File: src/rtl/irq_coal_pkg.sv
package irq_coal_pkg;
  localparam logic [4:0] OFS_INIT    = 5'h00;
  localparam logic [4:0] OFS_MASK    = 5'h04;
  localparam logic [4:0] OFS_CRED    = 5'h08;
  localparam logic [4:0] OFS_MASSERT = 5'h0C;
  localparam logic [4:0] OFS_REMAIN  = 5'h10;

  localparam int unsigned WIN_BITS    = 5;
  localparam int unsigned RET_W       = 15;
  localparam int unsigned UNMASK_BIT  = 16;
  localparam int unsigned RESTART_BIT = 17;

  typedef struct packed {
    logic init_we;
    logic mask_we;
    logic cred_we;
    logic massert_we;
  } vec_wr_t;
endpackage

File: src/rtl/irq_credit_ctr.sv
module irq_credit_ctr #(
  parameter int unsigned CNT_W = 16,
  parameter int unsigned RET_W = 15
) (
  input  logic                    clk_i,
  input  logic                    rst_ni,
  input  logic                    ev_i,
  input  logic                    ret_i,
  input  logic [RET_W-1:0]        ret_cnt_i,
  output logic signed [CNT_W-1:0] cnt_o
);
  localparam int unsigned SUM_W = CNT_W + 2;
  localparam logic signed [SUM_W-1:0] MAX_V = {{(SUM_W-CNT_W+1){1'b0}}, {(CNT_W-1){1'b1}}};
  localparam logic signed [SUM_W-1:0] MIN_V = {{(SUM_W-CNT_W+1){1'b1}}, {(CNT_W-1){1'b0}}};
  localparam logic signed [CNT_W-1:0] CNT_MAX = MAX_V[CNT_W-1:0];
  localparam logic signed [CNT_W-1:0] CNT_MIN = MIN_V[CNT_W-1:0];

  logic signed [CNT_W-1:0] cnt_q, cnt_d;
  logic signed [SUM_W-1:0] sum;
  logic [RET_W-1:0]        ret_eff;

  always_comb begin
    ret_eff = ret_i ? ret_cnt_i : '0;
    sum = SUM_W'(cnt_q)
        + $signed({{(SUM_W-1){1'b0}}, ev_i})
        - $signed({{(SUM_W-RET_W){1'b0}}, ret_eff});
    if (sum > MAX_V)      cnt_d = CNT_MAX;
    else if (sum < MIN_V) cnt_d = CNT_MIN;
    else                  cnt_d = sum[CNT_W-1:0];
  end

  always_ff @(posedge clk_i or negedge rst_ni) begin
    if (!rst_ni) cnt_q <= '0;
    else         cnt_q <= cnt_d;
  end

  assign cnt_o = cnt_q;


  ev_inc_chk: assert property (@(posedge clk_i) disable iff (!rst_ni)
    ev_i && !ret_i && cnt_q != CNT_MAX |=> cnt_q == CNT_W'($past(cnt_q) + 1'b1));

  max_hold_chk: assert property (@(posedge clk_i) disable iff (!rst_ni)
    ev_i && !ret_i && cnt_q == CNT_MAX |=> cnt_q == CNT_MAX);

  min_hold_chk: assert property (@(posedge clk_i) disable iff (!rst_ni)
    !ev_i && ret_i && cnt_q == CNT_MIN |=> cnt_q == CNT_MIN);
endmodule

File: src/rtl/irq_coal_timer.sv
module irq_coal_timer #(
  parameter int unsigned TMR_W = 16
) (
  input  logic             clk_i,
  input  logic             rst_ni,
  input  logic [TMR_W-1:0] init_i,
  input  logic             load_i,
  input  logic             tick_i,
  output logic [TMR_W-1:0] remain_o,
  output logic             zero_o
);
  logic [TMR_W-1:0] tmr_q;

  always_ff @(posedge clk_i or negedge rst_ni) begin
    if (!rst_ni)                   tmr_q <= '0;
    else if (load_i)               tmr_q <= init_i;
    else if (tick_i && tmr_q != 0) tmr_q <= tmr_q - 1'b1;
  end

  assign remain_o = tmr_q;
  assign zero_o   = (tmr_q == '0);


  tick_dec_chk: assert property (@(posedge clk_i) disable iff (!rst_ni)
    tick_i && !load_i && tmr_q != 0 |=> tmr_q == $past(tmr_q) - 1'b1);

  zero_hold_chk: assert property (@(posedge clk_i) disable iff (!rst_ni)
    !load_i && tmr_q == 0 |=> tmr_q == 0);

  load_chk: assert property (@(posedge clk_i) disable iff (!rst_ni)
    load_i |=> tmr_q == $past(init_i));
endmodule

File: src/rtl/irq_vec_unit.sv
module irq_vec_unit
  import irq_coal_pkg::*;
#(
  parameter int unsigned CNT_W = 16,
  parameter int unsigned TMR_W = 16
) (
  input  logic                    clk_i,
  input  logic                    rst_ni,
  input  vec_wr_t                 wr_i,
  input  logic [RESTART_BIT:0]    wdata_i,
  input  logic                    ev_i,
  input  logic                    tick_i,
  output logic                    irq_o,
  output logic signed [CNT_W-1:0] cred_o,
  output logic                    mask_o,
  output logic                    massert_o,
  output logic [TMR_W-1:0]        init_o,
  output logic [TMR_W-1:0]        remain_o
);
  logic [TMR_W-1:0] init_q;
  logic             mask_q, massert_q, irq_q;
  logic             restart, unmask, ret, fire, tmr_zero;
  logic signed [CNT_W-1:0] cred;

  assign restart = wr_i.cred_we && wdata_i[RESTART_BIT];
  assign unmask  = wr_i.cred_we && wdata_i[UNMASK_BIT];
  // restart-only write keeps the count
  assign ret     = wr_i.cred_we && !(wdata_i[RESTART_BIT] && !wdata_i[UNMASK_BIT]);

  irq_credit_ctr #(.CNT_W(CNT_W), .RET_W(RET_W)) u_cred (
    .clk_i     (clk_i),
    .rst_ni    (rst_ni),
    .ev_i      (ev_i),
    .ret_i     (ret),
    .ret_cnt_i (wdata_i[RET_W-1:0]),
    .cnt_o     (cred)
  );

  irq_coal_timer #(.TMR_W(TMR_W)) u_tmr (
    .clk_i    (clk_i),
    .rst_ni   (rst_ni),
    .init_i   (init_q),
    .load_i   (restart),
    .tick_i   (tick_i),
    .remain_o (remain_o),
    .zero_o   (tmr_zero)
  );

  assign fire = !cred[CNT_W-1] && (cred != '0) && !mask_q && tmr_zero;

  always_ff @(posedge clk_i or negedge rst_ni) begin
    if (!rst_ni) begin
      init_q    <= '0;
      mask_q    <= 1'b1;
      massert_q <= 1'b0;
      irq_q     <= 1'b0;
    end else begin
      irq_q <= fire;
      if (wr_i.init_we)    init_q    <= wdata_i[TMR_W-1:0];
      if (wr_i.massert_we) massert_q <= wdata_i[0];
      if (wr_i.mask_we)    mask_q    <= wdata_i[0];
      else if (unmask)     mask_q    <= 1'b0;
      else if (fire)       mask_q    <= massert_q;
    end
  end

  assign irq_o     = irq_q;
  assign cred_o    = cred;
  assign mask_o    = mask_q;
  assign massert_o = massert_q;
  assign init_o    = init_q;


  fire_irq_chk: assert property (@(posedge clk_i) disable iff (!rst_ni)
    fire |=> irq_o);

  masked_quiet_chk: assert property (@(posedge clk_i) disable iff (!rst_ni)
    mask_q |=> !irq_o);

  arm_load_chk: assert property (@(posedge clk_i) disable iff (!rst_ni)
    fire && !wr_i.mask_we && !unmask |=> mask_q == $past(massert_q));

  unmask_chk: assert property (@(posedge clk_i) disable iff (!rst_ni)
    unmask && !wr_i.mask_we |=> !mask_q);
endmodule

File: src/rtl/irq_reg_decode.sv
module irq_reg_decode
  import irq_coal_pkg::*;
#(
  parameter int unsigned NUM_VEC = 4,
  parameter int unsigned ADDR_W  = 7
) (
  input  logic                     clk_i,
  input  logic                     rst_ni,
  input  logic [ADDR_W-1:0]        addr_i,
  input  logic                     we_i,
  output vec_wr_t [NUM_VEC-1:0]    wr_o,
  output logic [ADDR_W-WIN_BITS-1:0] vec_o,
  output logic [WIN_BITS-1:0]      ofs_o,
  output logic                     hit_o
);
  localparam int unsigned VEC_W = ADDR_W - WIN_BITS;

  logic map_hit;

  assign vec_o   = addr_i[ADDR_W-1:WIN_BITS];
  assign ofs_o   = addr_i[WIN_BITS-1:0];
  assign map_hit = (ofs_o == OFS_INIT) || (ofs_o == OFS_MASK) || (ofs_o == OFS_CRED)
                || (ofs_o == OFS_MASSERT) || (ofs_o == OFS_REMAIN);
  assign hit_o   = map_hit && (32'(vec_o) < NUM_VEC);

  for (genvar v = 0; v < NUM_VEC; v++) begin : g_dec
    logic sel;
    assign sel = we_i && hit_o && (vec_o == VEC_W'(v));
    assign wr_o[v].init_we    = sel && (ofs_o == OFS_INIT);
    assign wr_o[v].mask_we    = sel && (ofs_o == OFS_MASK);
    assign wr_o[v].cred_we    = sel && (ofs_o == OFS_CRED);
    assign wr_o[v].massert_we = sel && (ofs_o == OFS_MASSERT);
  end


  unmapped_wr_chk: assert property (@(posedge clk_i) disable iff (!rst_ni)
    !map_hit |-> wr_o == '0);

  one_target_chk: assert property (@(posedge clk_i) disable iff (!rst_ni)
    $onehot0(wr_o));
endmodule

File: src/rtl/irq_coal_bank.sv
module irq_coal_bank
  import irq_coal_pkg::*;
#(
  parameter int unsigned NUM_VEC = 4,
  parameter int unsigned CNT_W   = 16,
  parameter int unsigned TMR_W   = 16,
  parameter int unsigned ADDR_W  = $clog2(NUM_VEC) + 5
) (
  input  logic                clk_i,
  input  logic                rst_ni,
  input  logic [ADDR_W-1:0]   reg_addr_i,
  input  logic                reg_we_i,
  input  logic [31:0]         reg_wdata_i,
  input  logic                reg_re_i,
  output logic [31:0]         reg_rdata_o,
  input  logic [NUM_VEC-1:0]  event_i,
  input  logic                tick_i,
  output logic [NUM_VEC-1:0]  irq_o
);
  localparam int unsigned VEC_W = ADDR_W - WIN_BITS;

  vec_wr_t [NUM_VEC-1:0]   wr;
  logic [VEC_W-1:0]        vec;
  logic [WIN_BITS-1:0]     ofs;
  logic                    hit;
  logic [31:0]             rd_d, rdata_q;

  logic signed [CNT_W-1:0] cred   [NUM_VEC];
  logic                    mask   [NUM_VEC];
  logic                    massert[NUM_VEC];
  logic [TMR_W-1:0]        init   [NUM_VEC];
  logic [TMR_W-1:0]        remain [NUM_VEC];

  irq_reg_decode #(.NUM_VEC(NUM_VEC), .ADDR_W(ADDR_W)) u_dec (
    .clk_i  (clk_i),
    .rst_ni (rst_ni),
    .addr_i (reg_addr_i),
    .we_i   (reg_we_i),
    .wr_o   (wr),
    .vec_o  (vec),
    .ofs_o  (ofs),
    .hit_o  (hit)
  );

  for (genvar v = 0; v < NUM_VEC; v++) begin : g_vec
    irq_vec_unit #(.CNT_W(CNT_W), .TMR_W(TMR_W)) u_vec (
      .clk_i     (clk_i),
      .rst_ni    (rst_ni),
      .wr_i      (wr[v]),
      .wdata_i   (reg_wdata_i[RESTART_BIT:0]),
      .ev_i      (event_i[v]),
      .tick_i    (tick_i),
      .irq_o     (irq_o[v]),
      .cred_o    (cred[v]),
      .mask_o    (mask[v]),
      .massert_o (massert[v]),
      .init_o    (init[v]),
      .remain_o  (remain[v])
    );
  end

  always_comb begin
    rd_d = '0;
    for (int v = 0; v < NUM_VEC; v++) begin
      if (hit && vec == VEC_W'(v)) begin
        unique case (ofs)
          OFS_INIT:    rd_d = 32'(init[v]);
          OFS_MASK:    rd_d = {31'b0, mask[v]};
          OFS_CRED:    rd_d = 32'(unsigned'(cred[v]));
          OFS_MASSERT: rd_d = {31'b0, massert[v]};
          OFS_REMAIN:  rd_d = 32'(remain[v]);
          default:     rd_d = '0;
        endcase
      end
    end
  end

  always_ff @(posedge clk_i or negedge rst_ni) begin
    if (!rst_ni)       rdata_q <= '0;
    else if (reg_re_i) rdata_q <= rd_d;
  end

  assign reg_rdata_o = rdata_q;


  rd_hold_chk: assert property (@(posedge clk_i) disable iff (!rst_ni)
    !reg_re_i |=> $stable(reg_rdata_o));
endmodule

File: config.mk
export PLATFORM = sky130hd
export DESIGN_NAME = irq_coal_bank
export DESIGN_NICKNAME = d
export VERILOG_FILES = /design/src/rtl/irq_coal_pkg.sv /design/src/rtl/irq_credit_ctr.sv /design/src/rtl/irq_coal_timer.sv /design/src/rtl/irq_vec_unit.sv /design/src/rtl/irq_reg_decode.sv /design/src/rtl/irq_coal_bank.sv
export SDC_FILE = /design/constraint.sdc
export NUM_CORES = 1
export LEC_CHECK = 0
export ABC_AREA = 1
export BUFFER_PORTS_ARGS = -buffer_cell sky130_fd_sc_hd__buf_2
export CORE_ASPECT_RATIO = 0.7
export CORE_MARGIN = 4
export CORE_UTILIZATION = 46
export DETAILED_ROUTE_END_ITERATION = 10
export PLACE_DENSITY_LB_ADDON = 0.3
export SLEW_MARGIN = 20
export SYNTH_ARGS = -nofsm -noshare
export SYNTH_HDL_FRONTEND = slang
export SYNTH_SLANG_ARGS = --single-unit
File: constraint.sdc
create_clock -name clk_i -period 4.3 [get_ports clk_i]
set_clock_uncertainty 0.2 [all_clocks]
set_input_delay 0 -clock clk_i [delete_from_list [all_inputs] [get_ports clk_i]]
set_output_delay 0 -clock clk_i [all_outputs]
set_load 0.01 [all_outputs]
==> results of run 1 <==
## power breakdown
group	internal (uW)	switching [uW]
logic	3330	6100
clock network	1420	930
registers	2800	655
total	7560	7690
## kinds of logic (layout without fill, tap and decap cells)
| logic type | count (synthesis) | in the layout | share of synthesized area |
|---|---|---|---|
| AND/OR/NAND/NOR | 1382 | 1382 | 0.3352 |
| adder cells (fa/ha/maj) | 132 | 132 | 0.09706 |
| multiplexers | 21 | 21 | 0.01365 |
| XOR/XNOR | 84 | 84 | 0.04246 |
| AO/OA/AOI/OAI | 267 | 267 | 0.09887 |
| buffers and inverters | 378 | 435 | 0.09446 |
| other | 1 | 16 | 0.0002164 |
| flip-flops | 220 | 220 | 0.3180 |
## critical path: stages
cell and delay [ns]:
dlygate4sd3_1 0.53, buf_2 0.12, nor2_2 0.31, nand2_2 0.17
nand2_2 0.14, nand2_1 0.16, nor3_4 0.22, inv_1 0.10
nor2_2 0.09, buf_4 0.19, nand2_1 0.07, ha_1 0.28
ha_1 0.35, nand2_1 0.11, inv_1 0.07, nand2_1 0.07
nand3_1 0.11, inv_1 0.08, nand2_1 0.06, nand2_1 0.06
nand2_1 0.05, nor2_1 0.32, nand2_2 0.31, nand2_1 0.15
nand2_1 0.06
## final cells by class
cell class,count,area [um2],area share
clock buffers,30,674.4,0.03517
repair buffers,119,888.4,0.04633
multi-input cells,1902,10250,0.5348
clock inverters,16,219.0,0.01142
inverters,270,1018,0.05311
well taps,488,610.6,0.03184
flip-flops and latches,220,5510,0.2874
## cell usage after synthesis (21+ instances only)
| master | count |
|---|---|
| nand2_1 | 823 |
| inv_1 | 264 |
| nand3_1 | 229 |
| nor2_1 | 228 |
| dfrtp_1 | 216 |
| ha_1 | 128 |
| o21ai_0 | 84 |
| o211ai_1 | 73 |
| a21oi_1 | 71 |
| xor2_1 | 60 |
| clkbuf_1 | 37 |
| nand4_1 | 36 |
| buf_2 | 32 |
| buf_4 | 29 |
| xnor2_1 | 24 |
| mux2_2 | 21 |
| nor3_1 | 21 |
## flip-flops by register name (all words and copies together), names as in the netlist
name,count
g_vec.u_vec.u_tmr.remain_o,64
g_vec.u_vec.mask_o,4
g_vec.u_vec.irq_o,4
g_vec.u_vec.massert_o,4
g_vec.u_vec.u_cred.cnt_o,64
reg_rdata_o,16
g_vec.u_vec.init_o,64
## what timing repair did
item                                    CTS  global route
hold endpoints to repair                219             0
endpoints found under the setup margin    0            60
resized for setup                         0             6
hold buffers                             40             0
## metrics by stage
| step | instance area, um2 | hold slack (ns) |
|---|---|---|
| 2_1_floorplan | 17380 | -0.4956 |
| 6_report | 19180 | 0.03768 |
| 4_1_cts | 19160 | 0.01280 |
| 3_5_place_dp | 17850 | -0.06268 |
| 5_1_grt | 19180 | 0.05651 |
| 3_3_place_gp | 17850 | -0.06236 |
## path summary, 6_finish.rpt
path,endpoint,slack (ns),cells after the start
max in group asynchronous,g_vec[1].u_vec.u_tmr.remain_o[1],2.85,4
worst max-delay path,g_vec[1].u_vec.u_cred.cnt_o[13],0.30,25
worst min register to register,reg_rdata_o[1],0.30,2
worst min-delay path,g_vec[2].u_vec.massert_o,0.04,8
min in group asynchronous,g_vec[0].u_vec.mask_o,0.41,3
worst max register to register,g_vec[3].u_vec.u_cred.cnt_o[13],1.11,14
## per-layer routing
layer	global-route usage	share of wire
met3	0.06415	0.097
met1	0.4177	0.47
met5	0	0.00023
met2	0.3932	0.40
met4	0.06695	0.029
==> metrics.cfg, run 1 <==
[power_and_ir_drop]
finalPower_uw = 15240
powerDensity_mw_per_mm2 = 794.9
peakVddDrop_uv = 682.6
power_leakage_uw = 0.009699

[cts]
path_clk_slew_ns = 0.06
cts_root_buffer = clkbuf_16
cts_buffer_depth = 3
cts.sinks = 220
htree_levels = 1
cts_tree = yes
cts-buffers-inserted = 25
clkLatencyLatePin_ns = 0.55
postCtsSetupRepairBufs = 0

[sta]
tns_ns = 0
worst_slack_ns = 0.3036
worstMarginPinSlew_ns = 1.101
slew_headroom = 0.2636
rsz0062_at_grt = false
finalHoldViolations = 0
timing.final.crit_share = 0.9294
finalSetupViolCount = 0
period_minus_slack_ns = 3.996
max_freq_mhz = 250.2
slew_violations = 0

[critical_path]
cp-startpoint = reg_addr_i[0]
start_kind = input pin
crit_arrival_ns = 4.21
critPathKind = in -> reg
crit_required_ns = 4.52
r2r-start = g_vec[3].u_vec.u_cred.cnt_o[0]
critPathMaxFanout = 15
end_kind = flop

[logic_synthesis]
synth_enable_flop_cells = 0
synthTopCellsByArea = dfrtp_1, nand2_1, ha_1
yosysTopAreaCell = dfrtp_1
syn-cell-area_mm2 = 0.01733
ys.warnings.count = 0
ys_ff_latch = 220
async_flop_share = 1.000
synth_top_area_frac = 0.3120
synth.distinct_cells = 46
yosys_most_used_dff = dfrtp_1
seq_area_frac_synth = 0.3180
syn_area_per_cell_um2 = 6.972
postSynthCellCount = 2485

[final_layout]
syn2layout_area_growth_pct = 10.68
nets = 2718
final_common_cell = nand2_1
layout_common_cells = nand2_1, inv_1, nand3_1
num_antenna_cells = 0
n_fill_cell = 3647
drive_gt1_frac = 0.08095
final_cells = 3045
postLayoutCoreUtil = 0.5164

[global_route]
grt_first_pass_wirelength_um = 88420
antenna_found_initial = 2
overflow = 0
first_global_vias = 15560
grt_max_degree = 97
grtUsageTotal = 0.2746

[hold_path]
hp-start = reg_addr_i[1]
hold_path.class = in -> reg

[floorplanning]
die_y_um = 170.4
start_util = 0.4666
coreArea_mm2 = 0.03713
dieArea_mm2 = 0.04088
num_rows = 59
io-pin-count = 84
die_w_um = 240.0

[detailed_routing]
drc = 0
drtIter0Drc = 2015
postRouteWirelength_um = 56820
ant_nets = 0
first_pass_iters = 6
num_vias = 16860
via_per_inst = 5.536
wl_per_cell_um = 18.66

[place]
place_inst = 2959
place.detailed.hpwl_um = 41820
gp_congestion = 0.9583
dpl_worst_slack_ns = 0.1157
io_buffers = 53

[outcome]
status = completed

[job]
maxCapViolCount = 0

(Power assumes the default switching activity.)
==> inputs of run 2 (changes only) <==
--- a/config.mk
+++ b/config.mk
@@ -7,11 +7,11 @@
 export LEC_CHECK = 0
 export ABC_AREA = 1
 export BUFFER_PORTS_ARGS = -buffer_cell sky130_fd_sc_hd__buf_2
-export CORE_ASPECT_RATIO = 0.7
 export CORE_MARGIN = 4
 export CORE_UTILIZATION = 46
 export DETAILED_ROUTE_END_ITERATION = 10
-export PLACE_DENSITY_LB_ADDON = 0.3
+export PLACE_DENSITY = 0.61
+export SETUP_SLACK_MARGIN = 0.02
 export SLEW_MARGIN = 20
 export SYNTH_ARGS = -nofsm -noshare
 export SYNTH_HDL_FRONTEND = slang
==> metrics.cfg, run 2 (same netlist as run 1, synthesis figures left out) <==
[outcome]
status = completed

[sta]
slew_violations = 0  ; unchanged
max_freq_mhz = 250.1  ; about the same
finalHoldViolations = 0  ; unchanged
tns_ns = 0  ; unchanged
worst_slack_ns = 0.3020  ; -0.001689 ns
period_minus_slack_ns = 3.998  ; +0.001689 ns
finalHoldWorstSlack_ns = 0.02765  ; -0.01003 ns
slew_headroom = 0.3977  ; +0.1341
rsz0062_at_grt = false
finalSetupViolCount = 0  ; unchanged
worstMarginPinSlew_ns = 0.9021  ; -0.1984 ns
timing.final.crit_share = 0.9298  ; about the same

[detailed_routing]
wl_per_cell_um = 18.27  ; -2.1%
first_pass_iters = 5  ; -1
num_vias = 16690  ; -0.98%
drc = 0  ; unchanged
via_per_inst = 5.439  ; -1.8%
ant_nets = 0  ; unchanged
postRouteWirelength_um = 56080  ; -1.3%
drtIter0Drc = 1265  ; -37%

[hold_path]
hp-start = reg_addr_i[1]
hold_end = g_vec[2].u_vec.u_tmr.remain_o[15]
hold_depth = 7  ; -1
hold_path.class = in -> reg

[critical_path]
r2r-start = g_vec[3].u_vec.u_cred.cnt_o[0]
start_kind = input pin
end_kind = flop
crit_required_ns = 4.51  ; about the same
crit_arrival_ns = 4.21  ; about the same
critPathMaxFanout = 15  ; unchanged
reg2regPathDepth = 14  ; unchanged
r2r_end = g_vec[3].u_vec.u_cred.cnt_o[5]
critPathKind = in -> reg
rrSetupSlack_ns = 1.24  ; +0.13 ns

[place]
dpl_worst_slack_ns = 0.2345  ; +0.1188 ns
place_inst = 2976  ; +0.57%
place.detailed.hpwl_um = 41090  ; -1.7%
gp_congestion = 0.9569  ; -0.15%
io_buffers = 53  ; unchanged
place_area_mm2 = 0.01788  ; +0.15%

[cts]
cts_tree = yes
cts_buffer_depth = 3  ; unchanged
cts_root_buffer = clkbuf_16
cts-buffers-inserted = 27  ; +8.0%
cts.sinks = 220  ; unchanged
path_clk_slew_ns = 0.06  ; about the same
htree_levels = 1  ; unchanged
clkLatencyLatePin_ns = 0.56  ; about the same

[floorplanning]
dieArea_mm2 = 0.04083  ; -0.12%
num_rows = 70  ; +19%
die_y_um = 202.1  ; +19%
die_w_um = 202.1  ; -16%
coreArea_mm2 = 0.03687  ; -0.70%
io-pin-count = 84  ; unchanged
start_util = 0.4699  ; +0.003277

[final_layout]
final_cells = 3069  ; +0.79%
layout_common_cells = nand2_1, inv_1, nand3_1
syn2layout_area_growth_pct = 10.70  ; about the same
num_antenna_cells = 0  ; unchanged
nets = 2724  ; +0.22%
final_common_cell = nand2_1
design_area_mm2 = 0.01918  ; about the same
drive_gt1_frac = 0.07992  ; -0.001032

[global_route]
grt_first_pass_wirelength_um = 88180  ; -0.27%
first_global_vias = 16050  ; +3.1%
grtUsageTotal = 0.2702  ; -0.004431
grt_max_degree = 98  ; +1.0%
overflow = 0  ; unchanged
antenna_found_initial = 2  ; unchanged

[power_and_ir_drop]
power_leakage_uw = 0.009693  ; about the same
powerDensity_mw_per_mm2 = 778.1  ; -2.1%
peakVddDrop_uv = 653.3  ; -4.3%

[job]
maxCapViolCount = 0  ; unchanged

## run 2: where the power goes
group          switching [uW]  internal [uW]
Sequential                640           2800
Clock                     940           1250
Combinational            5950           3340
Total                    7530           7390
## run 2: critical path, cell delays in order
cell	delay, ns
dlygate4sd3_1	0.53
buf_2	0.21
nor2_8	0.25
nand3_4	0.17
buf_4	0.24
nor2_8	0.11
nand2_1	0.09
inv_1	0.35
nand2_1	0.10
ha_1	0.30
ha_1	0.34
a21oi_1	0.21
o21ai_0	0.14
a21oi_1	0.17
nand2_1	0.07
nor2_1	0.29
inv_1	0.08
nand2_1	0.42
nand2_1	0.13
## run 2: timing repair
| action | in CTS | in global routing |
|---|---|---|
| resized for setup | 0 | 7 |
| buffers inserted | 0 | 0 |
| hold endpoints to repair | 221 | 0 |
| endpoints found under the setup margin | 0 | 57 |
| hold buffers | 43 | 0 |
## run 2: metal layers
metal  track usage  vias to the layer above  routed length (um)
li1              -                     8140                   -
met1        0.3743                     7830               24640
met2        0.4253                      605               24590
met3       0.05326                      116                4754
met4       0.09082                        2                2075
met5             0                        -                  17
## run 2: per-stage QoR
step / utilization / power [uW]
global route: 0.5201 / 16570
floorplan: - / 10560
CTS: 0.5195 / 14890
global placement: 0.4848 / 12470
detailed placement: 0.4848 / 12620
finish: 0.5201 / 14920
## run 2: layout make-up
type,count,area [um2]
inverters,270,1018
well taps,504,630.6
fillers,3695,17690
clock inverters,7,47.55
repair buffers,123,925.9
flip-flops and latches,220,5510
clock buffers,43,785.8
multi-input cells,1902,10260
## run 2: how the worst max path moves through the flow
stage	startpoint	to	slack [ns]	depth (start not counted)
floorplan	reg_addr_i[1]	g_vec[0].u_vec.u_cred.cnt_o[10]	1.09	21
global placement	reg_addr_i[1]	g_vec[0].u_vec.u_cred.cnt_o[14]	0.31	20
global route	reg_addr_i[4]	g_vec[3].u_vec.u_cred.cnt_o[0]	0.04	19
detailed placement	reg_addr_i[1]	g_vec[0].u_vec.u_cred.cnt_o[11]	0.23	20
CTS	reg_addr_i[6]	g_vec[2].u_vec.u_cred.cnt_o[11]	0.14	22
finish	reg_addr_i[4]	g_vec[3].u_vec.u_cred.cnt_o[5]	0.30	19
